`src/rtl/chsel_pkg.sv`:
```
// Package: shared constants and the protocol state type for the channel selector.
// Assumes exactly four channels so that enables and interrupt flags fill one byte.
package chsel_pkg;
    localparam int NCH      = 4;
    localparam int BYTE_W   = 8;
    localparam int CNT_W    = 4;

    typedef enum logic [2:0] {
        ST_IDLE,
        ST_ADDR,
        ST_AACK,
        ST_WDATA,
        ST_WACK,
        ST_RDATA,
        ST_RACK,
        ST_SKIP
    } tgt_state_t;
endpackage

```
`src/rtl/chsel_bus_sync.sv`:
```
// Module: brings SCL and SDA into the clock domain through a flip-flop chain and
// derives edge and start/stop pulses. Assumes clk is at least 16x the SCL rate.
// Reset holds the chain at the idle-bus level (both high) so no edge appears.
module chsel_bus_sync #(
    parameter int SYNC_STAGES = 2
) (
    input  logic clk,
    input  logic rst_n,
    input  logic scl_i,
    input  logic sda_i,
    output logic scl_rise,
    output logic scl_fall,
    output logic start_det,
    output logic stop_det,
    output logic sda_lvl
);
    localparam int PIPE_W = SYNC_STAGES + 1;

    logic [PIPE_W-1:0] scl_pipe;
    logic [PIPE_W-1:0] sda_pipe;
    logic scl_s, scl_q, sda_s, sda_q;

    // Shift the raw bus levels through the synchroniser plus one history stage.
    always_ff @(posedge clk) begin
        if (!rst_n) begin
            scl_pipe <= '1;
            sda_pipe <= '1;
        end else begin
            scl_pipe <= {scl_pipe[PIPE_W-2:0], scl_i};
            sda_pipe <= {sda_pipe[PIPE_W-2:0], sda_i};
        end
    end

    // Select the synchronised level and its previous sample.
    always_comb begin
        scl_s = scl_pipe[SYNC_STAGES-1];
        scl_q = scl_pipe[SYNC_STAGES];
        sda_s = sda_pipe[SYNC_STAGES-1];
        sda_q = sda_pipe[SYNC_STAGES];
    end

    // Decode edges and the two SDA-while-SCL-high conditions.
    always_comb begin
        scl_rise  = scl_s & ~scl_q;
        scl_fall  = ~scl_s & scl_q;
        start_det = scl_s & scl_q & sda_q & ~sda_s;
        stop_det  = scl_s & scl_q & ~sda_q & sda_s;
        sda_lvl   = sda_s;
    end
endmodule

```
`src/rtl/chsel_irq.sv`:
```
// Module: merges the active-low interrupt lines of all channels into one
// active-low output and provides active-high flags for the read byte.
// Purely combinational; assumes the inputs are already stable levels.
module chsel_irq
    import chsel_pkg::*;
(
    input  logic [NCH-1:0] irq_n_i,
    output logic           irq_n_o,
    output logic [NCH-1:0] irq_act
);
    // Any low input pulls the merged output low; flags are the inverted levels.
    always_comb begin
        irq_n_o = &irq_n_i;
        irq_act = ~irq_n_i;
    end
endmodule

```
`src/rtl/chsel_target.sv`:
```
// Module: I2C target protocol engine and channel-enable register.
// Assumes one-cycle edge/start/stop pulses from chsel_bus_sync. SDA drive
// changes only on a detected SCL fall. Start and stop override every state.
// A written byte is held pending and committed to the enables at the stop.
module chsel_target
    import chsel_pkg::*;
#(
    parameter logic [4:0] ADDR_PREFIX = 5'b11100
) (
    input  logic           clk,
    input  logic           rst_n,
    input  logic           scl_rise,
    input  logic           scl_fall,
    input  logic           start_det,
    input  logic           stop_det,
    input  logic           sda_lvl,
    input  logic [1:0]     addr_sel,
    input  logic [NCH-1:0] irq_act,
    output logic [NCH-1:0] ch_en,
    output logic           sda_oe
);
    tgt_state_t         state;
    logic [CNT_W-1:0]   cnt;
    logic [BYTE_W-1:0]  sh;
    logic [BYTE_W-1:0]  tx;
    logic [BYTE_W-1:0]  rd_byte;
    logic               rw;
    logic               mnack;
    logic [1:0]         addr_lat;
    logic [NCH-1:0]     pend;
    logic               pend_v;

    // Byte returned on reads: interrupt flags above the current enables.
    always_comb rd_byte = {irq_act, ch_en};

    // Protocol sequencing, SDA drive and the pending/committed enable registers.
    always_ff @(posedge clk) begin
        if (!rst_n) begin
            state    <= ST_IDLE;
            cnt      <= '0;
            sh       <= '0;
            tx       <= '0;
            rw       <= 1'b0;
            mnack    <= 1'b0;
            addr_lat <= '0;
            pend     <= '0;
            pend_v   <= 1'b0;
            ch_en    <= '0;
            sda_oe   <= 1'b0;
        end else if (start_det) begin
            state    <= ST_ADDR;
            cnt      <= '0;
            sda_oe   <= 1'b0;
            addr_lat <= addr_sel;
        end else if (stop_det) begin
            state  <= ST_IDLE;
            cnt    <= '0;
            sda_oe <= 1'b0;
            pend_v <= 1'b0;
            if (pend_v) ch_en <= pend;
        end else begin
            case (state)
                ST_ADDR: begin
                    if (scl_rise) begin
                        sh  <= {sh[BYTE_W-2:0], sda_lvl};
                        cnt <= cnt + 4'd1;
                    end else if (scl_fall && cnt == 4'd8) begin
                        cnt <= '0;
                        if (sh[7:1] == {ADDR_PREFIX, addr_lat}) begin
                            rw     <= sh[0];
                            sda_oe <= 1'b1;
                            state  <= ST_AACK;
                        end else begin
                            state <= ST_SKIP;
                        end
                    end
                end
                ST_AACK: begin
                    if (scl_fall) begin
                        cnt <= '0;
                        if (rw) begin
                            tx     <= rd_byte;
                            sda_oe <= ~rd_byte[7];
                            state  <= ST_RDATA;
                        end else begin
                            sda_oe <= 1'b0;
                            state  <= ST_WDATA;
                        end
                    end
                end
                ST_WDATA: begin
                    if (scl_rise) begin
                        sh  <= {sh[BYTE_W-2:0], sda_lvl};
                        cnt <= cnt + 4'd1;
                    end else if (scl_fall && cnt == 4'd8) begin
                        pend   <= sh[NCH-1:0];
                        pend_v <= 1'b1;
                        sda_oe <= 1'b1;
                        cnt    <= '0;
                        state  <= ST_WACK;
                    end
                end
                ST_WACK: begin
                    if (scl_fall) begin
                        sda_oe <= 1'b0;
                        state  <= ST_SKIP;
                    end
                end
                ST_RDATA: begin
                    if (scl_rise) begin
                        cnt <= cnt + 4'd1;
                    end else if (scl_fall) begin
                        if (cnt == 4'd8) begin
                            sda_oe <= 1'b0;
                            cnt    <= '0;
                            state  <= ST_RACK;
                        end else begin
                            tx     <= {tx[BYTE_W-2:0], 1'b0};
                            sda_oe <= ~tx[6];
                        end
                    end
                end
                ST_RACK: begin
                    if (scl_rise) begin
                        mnack <= sda_lvl;
                    end else if (scl_fall) begin
                        cnt <= '0;
                        if (mnack) begin
                            state <= ST_SKIP;
                        end else begin
                            tx     <= rd_byte;
                            sda_oe <= ~rd_byte[7];
                            state  <= ST_RDATA;
                        end
                    end
                end
                default: ;
            endcase
        end
    end

    // The bit counter never runs past one byte.
    p_cnt_bound_r2: assert property (@(posedge clk) disable iff (!rst_n)
        cnt <= 4'd8);

    // Enables move only in the cycle after a stop pulse from the synchroniser.
    p_commit_at_stop_r4: assert property (@(posedge clk) disable iff (!rst_n)
        !$stable(ch_en) |-> $past(stop_det));

    // SDA is pulled only during an ACK or a read data bit.
    p_oe_phase_r6: assert property (@(posedge clk) disable iff (!rst_n)
        sda_oe |-> (state == ST_AACK || state == ST_WACK || state == ST_RDATA));

    // Address ACK starts only after a full byte has been counted.
    p_ack_after_byte_r2: assert property (@(posedge clk) disable iff (!rst_n)
        (state == ST_AACK && $past(state) != ST_AACK) |-> $past(cnt) == 4'd8);

    // Every start puts the engine back at the first address bit.
    p_start_restarts_r9: assert property (@(posedge clk) disable iff (!rst_n)
        $past(start_det) |-> (state == ST_ADDR && cnt == 4'd0 && !sda_oe));
endmodule

```
`src/rtl/chan_sel_ctrl.sv`:
```
// Module: top of the I2C channel selector. Connects the bus synchroniser, the
// target protocol engine and the interrupt merge. Assumes clk >= 16x SCL rate
// and an external open-drain SDA driver controlled by sda_oe.
module chan_sel_ctrl
    import chsel_pkg::*;
#(
    parameter logic [4:0] ADDR_PREFIX = 5'b11100,
    parameter int         SYNC_STAGES = 2
) (
    input  logic           clk,
    input  logic           rst_n,
    input  logic           scl_i,
    input  logic           sda_i,
    output logic           sda_oe,
    input  logic [1:0]     addr_sel,
    output logic [NCH-1:0] ch_en,
    input  logic [NCH-1:0] irq_n_i,
    output logic           irq_n_o
);
    logic scl_rise, scl_fall, start_det, stop_det, sda_lvl;
    logic [NCH-1:0] irq_act;

    chsel_bus_sync #(.SYNC_STAGES(SYNC_STAGES)) u_sync (
        .clk       (clk),
        .rst_n     (rst_n),
        .scl_i     (scl_i),
        .sda_i     (sda_i),
        .scl_rise  (scl_rise),
        .scl_fall  (scl_fall),
        .start_det (start_det),
        .stop_det  (stop_det),
        .sda_lvl   (sda_lvl)
    );

    chsel_irq u_irq (
        .irq_n_i (irq_n_i),
        .irq_n_o (irq_n_o),
        .irq_act (irq_act)
    );

    chsel_target #(.ADDR_PREFIX(ADDR_PREFIX)) u_tgt (
        .clk       (clk),
        .rst_n     (rst_n),
        .scl_rise  (scl_rise),
        .scl_fall  (scl_fall),
        .start_det (start_det),
        .stop_det  (stop_det),
        .sda_lvl   (sda_lvl),
        .addr_sel  (addr_sel),
        .irq_act   (irq_act),
        .ch_en     (ch_en),
        .sda_oe    (sda_oe)
    );
endmodule

```
`config.mk`:
```
export PLATFORM = sky130hd
export DESIGN_NAME = chan_sel_ctrl
export DESIGN_NICKNAME = d
export VERILOG_FILES = /design/src/rtl/chsel_pkg.sv /design/src/rtl/chsel_bus_sync.sv /design/src/rtl/chsel_irq.sv /design/src/rtl/chsel_target.sv /design/src/rtl/chan_sel_ctrl.sv
export SDC_FILE = /design/constraint.sdc
export NUM_CORES = 1
export LEC_CHECK = 0
export BUFFER_PORTS_ARGS = -buffer_cell sky130_fd_sc_hd__buf_2
export CORE_MARGIN = 1
export CORE_UTILIZATION = 51
export DETAILED_ROUTE_END_ITERATION = 8
export HOLD_SLACK_MARGIN = 0.02
export PLACE_DENSITY = 0.7
export SETUP_SLACK_MARGIN = 0.05
export SLEW_MARGIN = 20
export SYNTH_ARGS = -nofsm -noshare
export SYNTH_HDL_FRONTEND = slang
export SYNTH_HIERARCHICAL = 1
export SYNTH_SLANG_ARGS = --single-unit
```
`constraint.sdc`:
```
create_clock -name clk -period 2.34 [get_ports clk]
set_input_delay 0.234 -clock clk [delete_from_list [all_inputs] [get_ports clk]]
set_output_delay 0.234 -clock clk [all_outputs]
set_load 0.02 [all_outputs]
```
---- After elaboration in Yosys (flattened, before gate mapping) ----
Index checks and enable logic that the tools add are counted.
Widths: inputs -> output; s select.
word-level totals
  register bits after elaboration ......... 42
  input bits .............................. 10
cells by class
  add/subtract/negate cells ............... 1
  eq/ne operators ......................... 38
  multiplexer cells ....................... 51
  bitwise gates (word level) .............. 18
  reduce and logical (&&, ||, !) cells .... 21
operators with widths
  cell                count
  $mux 7              8
  $mux 3              13
  $mux 4              7
  $ne 4x3->1 const B  7
  $reduce_and 12->1   2
  $pmux 7 s3          1
  $ne 2x1->1 const B  10
  $mux 1              18
  $pmux 3 s6          1
  $ne 4x4->1 const B  4
  $pmux 4 s4          1
  $reduce_and 4->1    4
  $reduce_and 13->1   1
  $ne 2x2->1 const B  6
  $reduce_and 11->1   1
  $not 1->1           10
  $reduce_and 5->1    2
  $eq 3x3->1 const B  3
  $reduce_bool 8->1   1
  $and 1x1->1         7
  $eq 7x7->1          1
  $eq 3x2->1 const B  2
  $ne 3x2->1 const B  2
  $pmux 1 s6          1
  15 further kinds    16

---- Depth between registers and ports, before layout ----
Gate-level depths: netlist of the first run.
  word-level depth ........................ 8
  depth in mapped cells ................... 8

---- Cells and area by module ----
The synthesis of the first run kept the hierarchy.
by module, submodules not included
  module          times used  cells an instance  area each (um2)  sequential area each (um2)
  chsel_target    1           201                1,793.0          720.7
  chsel_bus_sync  1           16                 190.2            120.1
  chsel_irq       1           5                  23.8             0.0

---- Worst setup path before layout of the first run ----
Ideal clock, no wire load.
  path type ............................... reg2reg
  start point ............................. register u_sync.scl_pipe[2]
  end point ............................... register u_tgt.pend[0]
  library setup time ...................... 72 ps
  data arrival time ....................... 1,808 ps
  data required time ...................... 2,268 ps
  slack ................................... 461 ps
  cell stages (with the launch flop) ...... 8
  path buffers ............................ 1
  period minus slack after synthesis ...... 1,879 ps
  cells stage by stage .................... dfxtp_1 > nor2b_1 > inv_1 > or3_1 > nor3b_1 > and3_1 > buf_2 > mux2i_1
between the ends
  elaborated cells on any way between the ends .. 13
RTL lines
  element                            RTL line              source
  start: declaration                 chsel_bus_sync.sv:19  logic [PIPE_W-1:0] scl_pipe;
  start signal: assignment           chsel_bus_sync.sv:29  scl_pipe <= {scl_pipe[PIPE_W-2:0], scl_i};
  $and 1x1->1                        chsel_bus_sync.sv:45  scl_fall = ~scl_s & scl_q;
  via scl_fall                       chan_sel_ctrl.sv:20   logic scl_rise, scl_fall, start_det, stop_det, sda_lvl;
  $logic_and 1x1->1                  chsel_target.sv:95    end else if (scl_fall && cnt == 4'd8) begin
  $reduce_and 5->1 (no source line)  -
  end signal: assignment             chsel_target.sv:96    pend <= sh[NCH-1:0];
  end: declaration                   chsel_target.sv:30    logic [NCH-1:0] pend;
The timed path passes the listed nets, and every way through them passes these cells.
A chain may end at the register's enable or synchronous reset.

---- Worst setup path after layout of the first run ----
  start point ............................. register u_tgt.cnt[0]
  end point ............................... register u_tgt.pend[2]
between the ends
  cells in the longest elaborated chain, start to end .. 3
RTL lines
  element                            RTL line             source
  start: declaration                 chsel_target.sv:23   logic [CNT_W-1:0] cnt;
  start signal: assignment           chsel_target.sv:66   cnt <= cnt + 4'd1;
  start signal: assignment           chsel_target.sv:94   cnt <= cnt + 4'd1;
  start signal: assignment           chsel_target.sv:111  cnt <= cnt + 4'd1;
  $eq 4x4->1                         chsel_target.sv:95
  $logic_and 1x1->1                  chsel_target.sv:95
  $reduce_and 5->1 (no source line)  -
Every way passes these cells.

==> results.cfg, run 1 <==
[status]
status = finished, final reports clean

[power_and_ir_drop]
power_uw = 1260
ir_drop_mv = 0.414
leakage_uw = 0.000887
power.density_nw_per_um2 = 566
swShare_pct = 22.6
power.share.clock_pct = 38.1
sequentialPowerShare_pct = 57.5
intPower_uw = 980
p_comb_share_pct = 4.4
p_switching_uw = 285

[synthesis]
syn_inst = 222
ys_seq_area_share_pct = 41.9
netlist_area_um2 = 2010
yosysWarningCount = 6
yosysUniqueCellTypes = 45
synth_area_leaders = dfxtp_1 (42%), mux2i_1 (13%), nor2_1 (4.9%)
synth_top_area_share_pct = 41.9
synth_nets = 234
synth-seq-cells = 42
avgSynthCellArea_um2 = 9.04
synth_top_area_cell = dfxtp_1
synth_edf_count = 0
async_flop_share_pct = 0
ys.flop_type = dfxtp_1

[floorplan]
core-area_um2 = 3720
ios = 16
rows = 22
die_area_um2 = 4190
die_width_um = 64.7
die_y_um = 64.7
start_util_pct = 54.0

[route]
wirelength_um = 3800
vias = 1588
wl_per_cell_um = 13.2
drc = 0
ant_nets = 0
vias_per_cell = 5.49
firstDrtPassIters = 6
drt_iter0_markers = 94

[clock_network]
ctsResizeCount = 0
h-tree-depth = 2
cts_tree = yes
holdBufCountCts = 0
cts-root-buf = clkbuf_8
max-clock-path-buffers = 2
clock_latency_ns = 0.29
clkSinkCount = 42
cts_made_buffers = 5
post-cts-setup-buffers = 0
cts.clk_slew.worst_paths_ns = 0.08

[placed_design]
portBuffers = 15
gp_congestion = 0.870
post_dp_cell_area_um2 = 2140
dp_hpwl_um = 2670

[grt]
antenna_found_initial = 0
track_usage_pct = 20.7
gr-total-overflow = 0
grt_pass1_vias = 1490
grt_pass1_wl_um = 6700
grt_max_degree = 21

[sta]
period_needed_ns = 2.07
worstMarginPinSlew_ns = 0.575
maxSlewViolCount = 0
setup-violations-final = 0
hold_viol_final = 0
fmax_ghz = 0.483
fin_skew_ns = 0.00495
finalCritPeriodShare_pct = 88.5
tns_ns = 0
rsz0062_at_grt = false
max-slew-margin-rel_pct = 61.7

[worst_setup_path]
cp-start-kind = flip-flop
critical_path_class = flip-flop to flip-flop
cp_top_family = simple AND/OR/NAND/NOR gates
cp_max_fo = 5
cp.arrival_ns = 2.30
end_kind = flip-flop
worstPathCellList = inv_1 > ha_1 > nand3b_1 > or3_1 > nor3b_1 > and3_1 > mux2i_1
cp_slowest_stage_delay_ns = 0.36
critPathSlowestCell = or3_1
crit_buf_inv = 1
required_ns = 2.56

[min_path]
worstHoldPathType = input port to flip-flop

[finish]
final_util_pct = 60.1
layout_common_cells = dfxtp_1 (42), mux2i_1 (27), nor2_1 (26)
design_area_um2 = 2230
final_nets = 252
final_common_cell = dfxtp_1
layout-drive-gt1-share_pct = 14.1
synthToLayoutAreaGrowth_pct = 11.3
num_antenna_cells = 0

[job]
drv_cap = 0
==> per-layer routing <==
layer	vias up	share of wire, %	GRT usage, %
li1	828	-	-
met1	733	48	25.6
met2	21	47	34.4
met3	6	3.2	5.28
met4	0	1.6	7.50
met5	-	0	0
==> stage by stage <==
| stage | cells | setup slack [ns] | hold WS [ns] |
|---|---|---|---|
| 2_1_floorplan | 222 | 0.461 | 0.307 |
| 6_report | 289 | 0.269 | 0.120 |
| 3_5_place_dp | 281 | 0.336 | 0.393 |
| 3_3_place_gp | 281 | 0.365 | 0.389 |
| 4_1_cts | 289 | 0.299 | 0.114 |
| 5_1_grt | 289 | 0.141 | 0.113 |
==> synthesized netlist by cell type, types with 2 or more instances <==
cell type,count
a31oi_1,2
inv_1,11
xor2_1,2
buf_2,2
nand4b_1,2
and4b_1,2
or3_1,2
nand2_1,15
nor2b_1,7
nor3b_1,2
a2bb2oi_1,2
buf_6,2
ha_1,2
nand2b_1,9
o31ai_1,5
a21oi_1,4
a32o_1,2
nor2_1,26
dfxtp_1,42
a211oi_1,3
nand3b_1,2
clkbuf_1,7
nand3_1,10
a311oi_1,2
nor4_1,3
nor3_1,3
o21ai_0,7
mux2i_1,27
==> worst paths after layout <==
check	startpoint	endpoint	slack [ns]	depth (start not counted)
worst max register to register	u_tgt/cnt[0]	u_tgt/pend[2]	0.27	7
worst min-delay path	scl_i	u_sync/scl_pipe[0]	0.12	2
worst max-delay path	u_tgt/cnt[0]	u_tgt/pend[2]	0.27	7
worst min register to register	u_sync/scl_pipe[0]	u_sync/scl_pipe[1]	0.41	1
==> power by group through the flow <==
| stage | clock network [µW] | logic (µW) | registers [µW] |
|---|---|---|---|
| 6_report | 481 | 56.3 | 727 |
| 5_1_grt | 530 | 63.2 | 728 |
| 4_1_cts | 494 | 57.0 | 727 |
| 3_5_place_dp | 0 | 56.6 | 744 |
| 3_3_place_gp | 0 | 56.5 | 744 |
| 2_1_floorplan | 0 | 40.4 | 739 |
==> worst register-to-register path, cell delays in order, from the launching register on <==
cell and delay (ns):
dfxtp_1 0.35, inv_1 0.07, ha_1 0.16, nand3b_1 0.16, or3_1 0.36, nor3b_1 0.35, and3_1 0.36, mux2i_1 0.20
==> final cells by class <==
cell class                 instances  area, µm²
clock buffer                       6       82.6
clock inverter                     2       12.5
fill                             351       1480
inverter                          11       41.3
multi-input combinational        157       1060
sequential                        42        841
tap                               48       60.1
timing repair buffer              23        135
==> registers in the layout, indices dropped and copies added (netlist names), 2 cells and up <==
| signal | cells |
|---|---|
| u_tgt/state | 3 |
| u_tgt/pend | 4 |
| u_tgt/addr_lat | 2 |
| u_tgt/cnt | 4 |
| u_sync/scl_pipe | 3 |
| u_sync/sda_pipe | 3 |
| u_tgt/ch_en | 4 |
| u_tgt/tx | 7 |
| u_tgt/sh | 8 |
==> kinds of logic (layout without fill, tap and decap cells) <==
kind of cell | count (synthesis) | after routing | share of synthesized area (%)
compound gates | 36 | 36 | 13.0
flops | 42 | 42 | 41.9
fa+ha+maj | 2 | 2 | 1.25
buf+inv | 23 | 42 | 5.17
xor+xnor | 3 | 3 | 1.31
simple gates | 88 | 88 | 23.4
mux | 28 | 28 | 14.0
(Power assumes the default switching activity.)
==> run 2, diff against run 1 <==
--- a/config.mk
+++ b/config.mk
@@ -7,10 +7,9 @@
 export LEC_CHECK = 0
 export BUFFER_PORTS_ARGS = -buffer_cell sky130_fd_sc_hd__buf_2
 export CORE_MARGIN = 1
-export CORE_UTILIZATION = 51
+export CORE_UTILIZATION = 25
 export DETAILED_ROUTE_END_ITERATION = 8
 export HOLD_SLACK_MARGIN = 0.02
-export PLACE_DENSITY = 0.7
 export SETUP_SLACK_MARGIN = 0.05
 export SLEW_MARGIN = 20
 export SYNTH_ARGS = -nofsm -noshare
==> results.cfg, run 2 (synthesis gave the netlist of run 1 again) <==
[status]
status = finished, final reports clean

[worst_setup_path]
cp_max_fo = 5
r2r_setup_slack_ns = 0.29
end_kind = flip-flop
cp.arrival_ns = 2.27
cp_top_family = simple AND/OR/NAND/NOR gates
worstPathCellList = inv_1 > ha_1 > nand3b_1 > or3_1 > nor3b_1 > and3_1 > mux2i_1
cp-start-kind = flip-flop
critical_path_class = flip-flop to flip-flop
crit_buf_inv = 1
rr_worst_depth = 7
required_ns = 2.56
r2r-start = u_tgt/cnt[0]
reg2reg_to = u_tgt/pend[2]
cp_slowest_stage_delay_ns = 0.37
critPathSlowestCell = or3_1

[power_and_ir_drop]
power_uw = 1350
ir_drop_mv = 0.364
power.density_nw_per_um2 = 582
p_switching_uw = 283
p_comb_share_pct = 4.4
power.share.clock_pct = 41.7
sequentialPowerShare_pct = 53.9
intPower_uw = 1060
swShare_pct = 21.0
leakage_uw = 0.000893

[sta]
period_needed_ns = 2.05
fmax_ghz = 0.488
fin_skew_ns = 0.00515
worstMarginPinSlew_ns = 0.535
tns_ns = 0
hold_viol_final = 0
max-slew-margin-rel_pct = 64.3
whs_ns = 0.114
setup-violations-final = 0
finalCritPeriodShare_pct = 87.6
maxSlewViolCount = 0
rsz0062_at_grt = false

[floorplan]
die_y_um = 91.6
ios = 16
core-area_um2 = 7730
rows = 32
die_width_um = 91.6
start_util_pct = 26.0
die_area_um2 = 8390

[clock_network]
holdBufCountCts = 0
ctsResizeCount = 0
clkSinkCount = 42
cts_tree = yes
clock_latency_ns = 0.29
max-clock-path-buffers = 2
cts_made_buffers = 5
cts-root-buf = clkbuf_8
cts.clk_slew.worst_paths_ns = 0.08
h-tree-depth = 2
post-cts-setup-buffers = 0

[finish]
synthToLayoutAreaGrowth_pct = 15.3
design_area_um2 = 2310
multi_input_area_um2 = 1060
layout-drive-gt1-share_pct = 13.3
regMostFlops = u_tgt/sh
num_antenna_cells = 0
regArea_um2 = 841
top_regs = u_tgt/sh: 8 flops, u_tgt/tx: 7 flops
layout_common_cells = dfxtp_1 (42), mux2i_1 (27), nor2_1 (26)
nFillCells = 811
final_nets = 252
final_util_pct = 29.9
largest_reg_flops = 8
final_common_cell = dfxtp_1

[route]
vias_per_cell = 4.66
wl_per_cell_um = 11.6
ant_nets = 0
firstDrtPassIters = 4
wirelength_um = 3970
drt_iter0_markers = 173
drc = 0
vias = 1599

[placed_design]
post_dp_cell_area_um2 = 2210
portBuffers = 15
dp_hpwl_um = 2840
gp_congestion = 0.873

[grt]
antenna_found_initial = 0
track_usage_pct = 10.5
grt_pass1_wl_um = 7140
gr-total-overflow = 0
grt_pass1_vias = 1531
grt_max_degree = 22

[min_path]
hold_end = u_sync/sda_pipe[0]
hold_path_depth = 2
min-delay-start = sda_i
worstHoldPathType = input port to flip-flop

[job]
drv_cap = 0
-- run 2: cell types whose count changed in the layout (fill, tap and decap cells not counted), sizes merged --
cell      change
clkinv        -1
clkbuf        +1
clkinvlp      -1
bufinv        +1
-- run 2: per-stage QoR --
stage	setup WS [ns]	instances
finish	0.290	343
detailed placement	0.295	335
CTS	0.271	343
floorplan	0.461	222
global placement	0.349	335
global route	0.120	343
-- run 2: layer usage --
metal	track usage [%]	up-vias	wire length, µm
li1	-	823	-
met1	13.5	731	1920
met2	16.4	39	1790
met3	3.69	6	226
met4	3.44	0	28
met5	0	-	0
-- run 2: worst max-delay path by stage --
| stage | start | endpoint | cells after the start |
|---|---|---|---|
| 3_3_place_gp | u_tgt/cnt[0] | u_tgt/pend[1] | 7 |
| 6_report | u_tgt/cnt[0] | u_tgt/pend[2] | 7 |
| 3_5_place_dp | u_tgt/cnt[1] | u_tgt/pend[2] | 7 |
| 4_1_cts | u_tgt/cnt[1] | u_tgt/pend[2] | 7 |
| 2_1_floorplan | u_sync/scl_pipe[2] | u_tgt/pend[0] | 7 |
| 5_1_grt | u_tgt/cnt[0] | u_tgt/pend[1] | 7 |
-- run 2: cell type report --
class / count / share of cell area (%)
multi-input cells: 157 / 45.9
well taps: 102 / 5.52
clock inverters: 1 / 1.30
repair buffers: 23 / 5.84
flip-flops and latches: 42 / 36.3
clock buffers: 7 / 3.30
inverters: 11 / 1.78
-- run 2: worst reg2reg max path, cell delays in order (launching register included) --
cell and delay, ns:
dfxtp_1 0.35, inv_1 0.07, ha_1 0.16, nand3b_1 0.16, or3_1 0.37, nor3b_1 0.33, and3_1 0.34, mux2i_1 0.21
-- run 2: power by group through the flow --
stage	combinational [µW]	clock [µW]	sequential, µW
floorplan	40.4	0	739
global placement	60.2	0	743
detailed placement	59.5	0	743
CTS	60.0	575	726
global route	67.5	608	727
finish	59.5	561	726
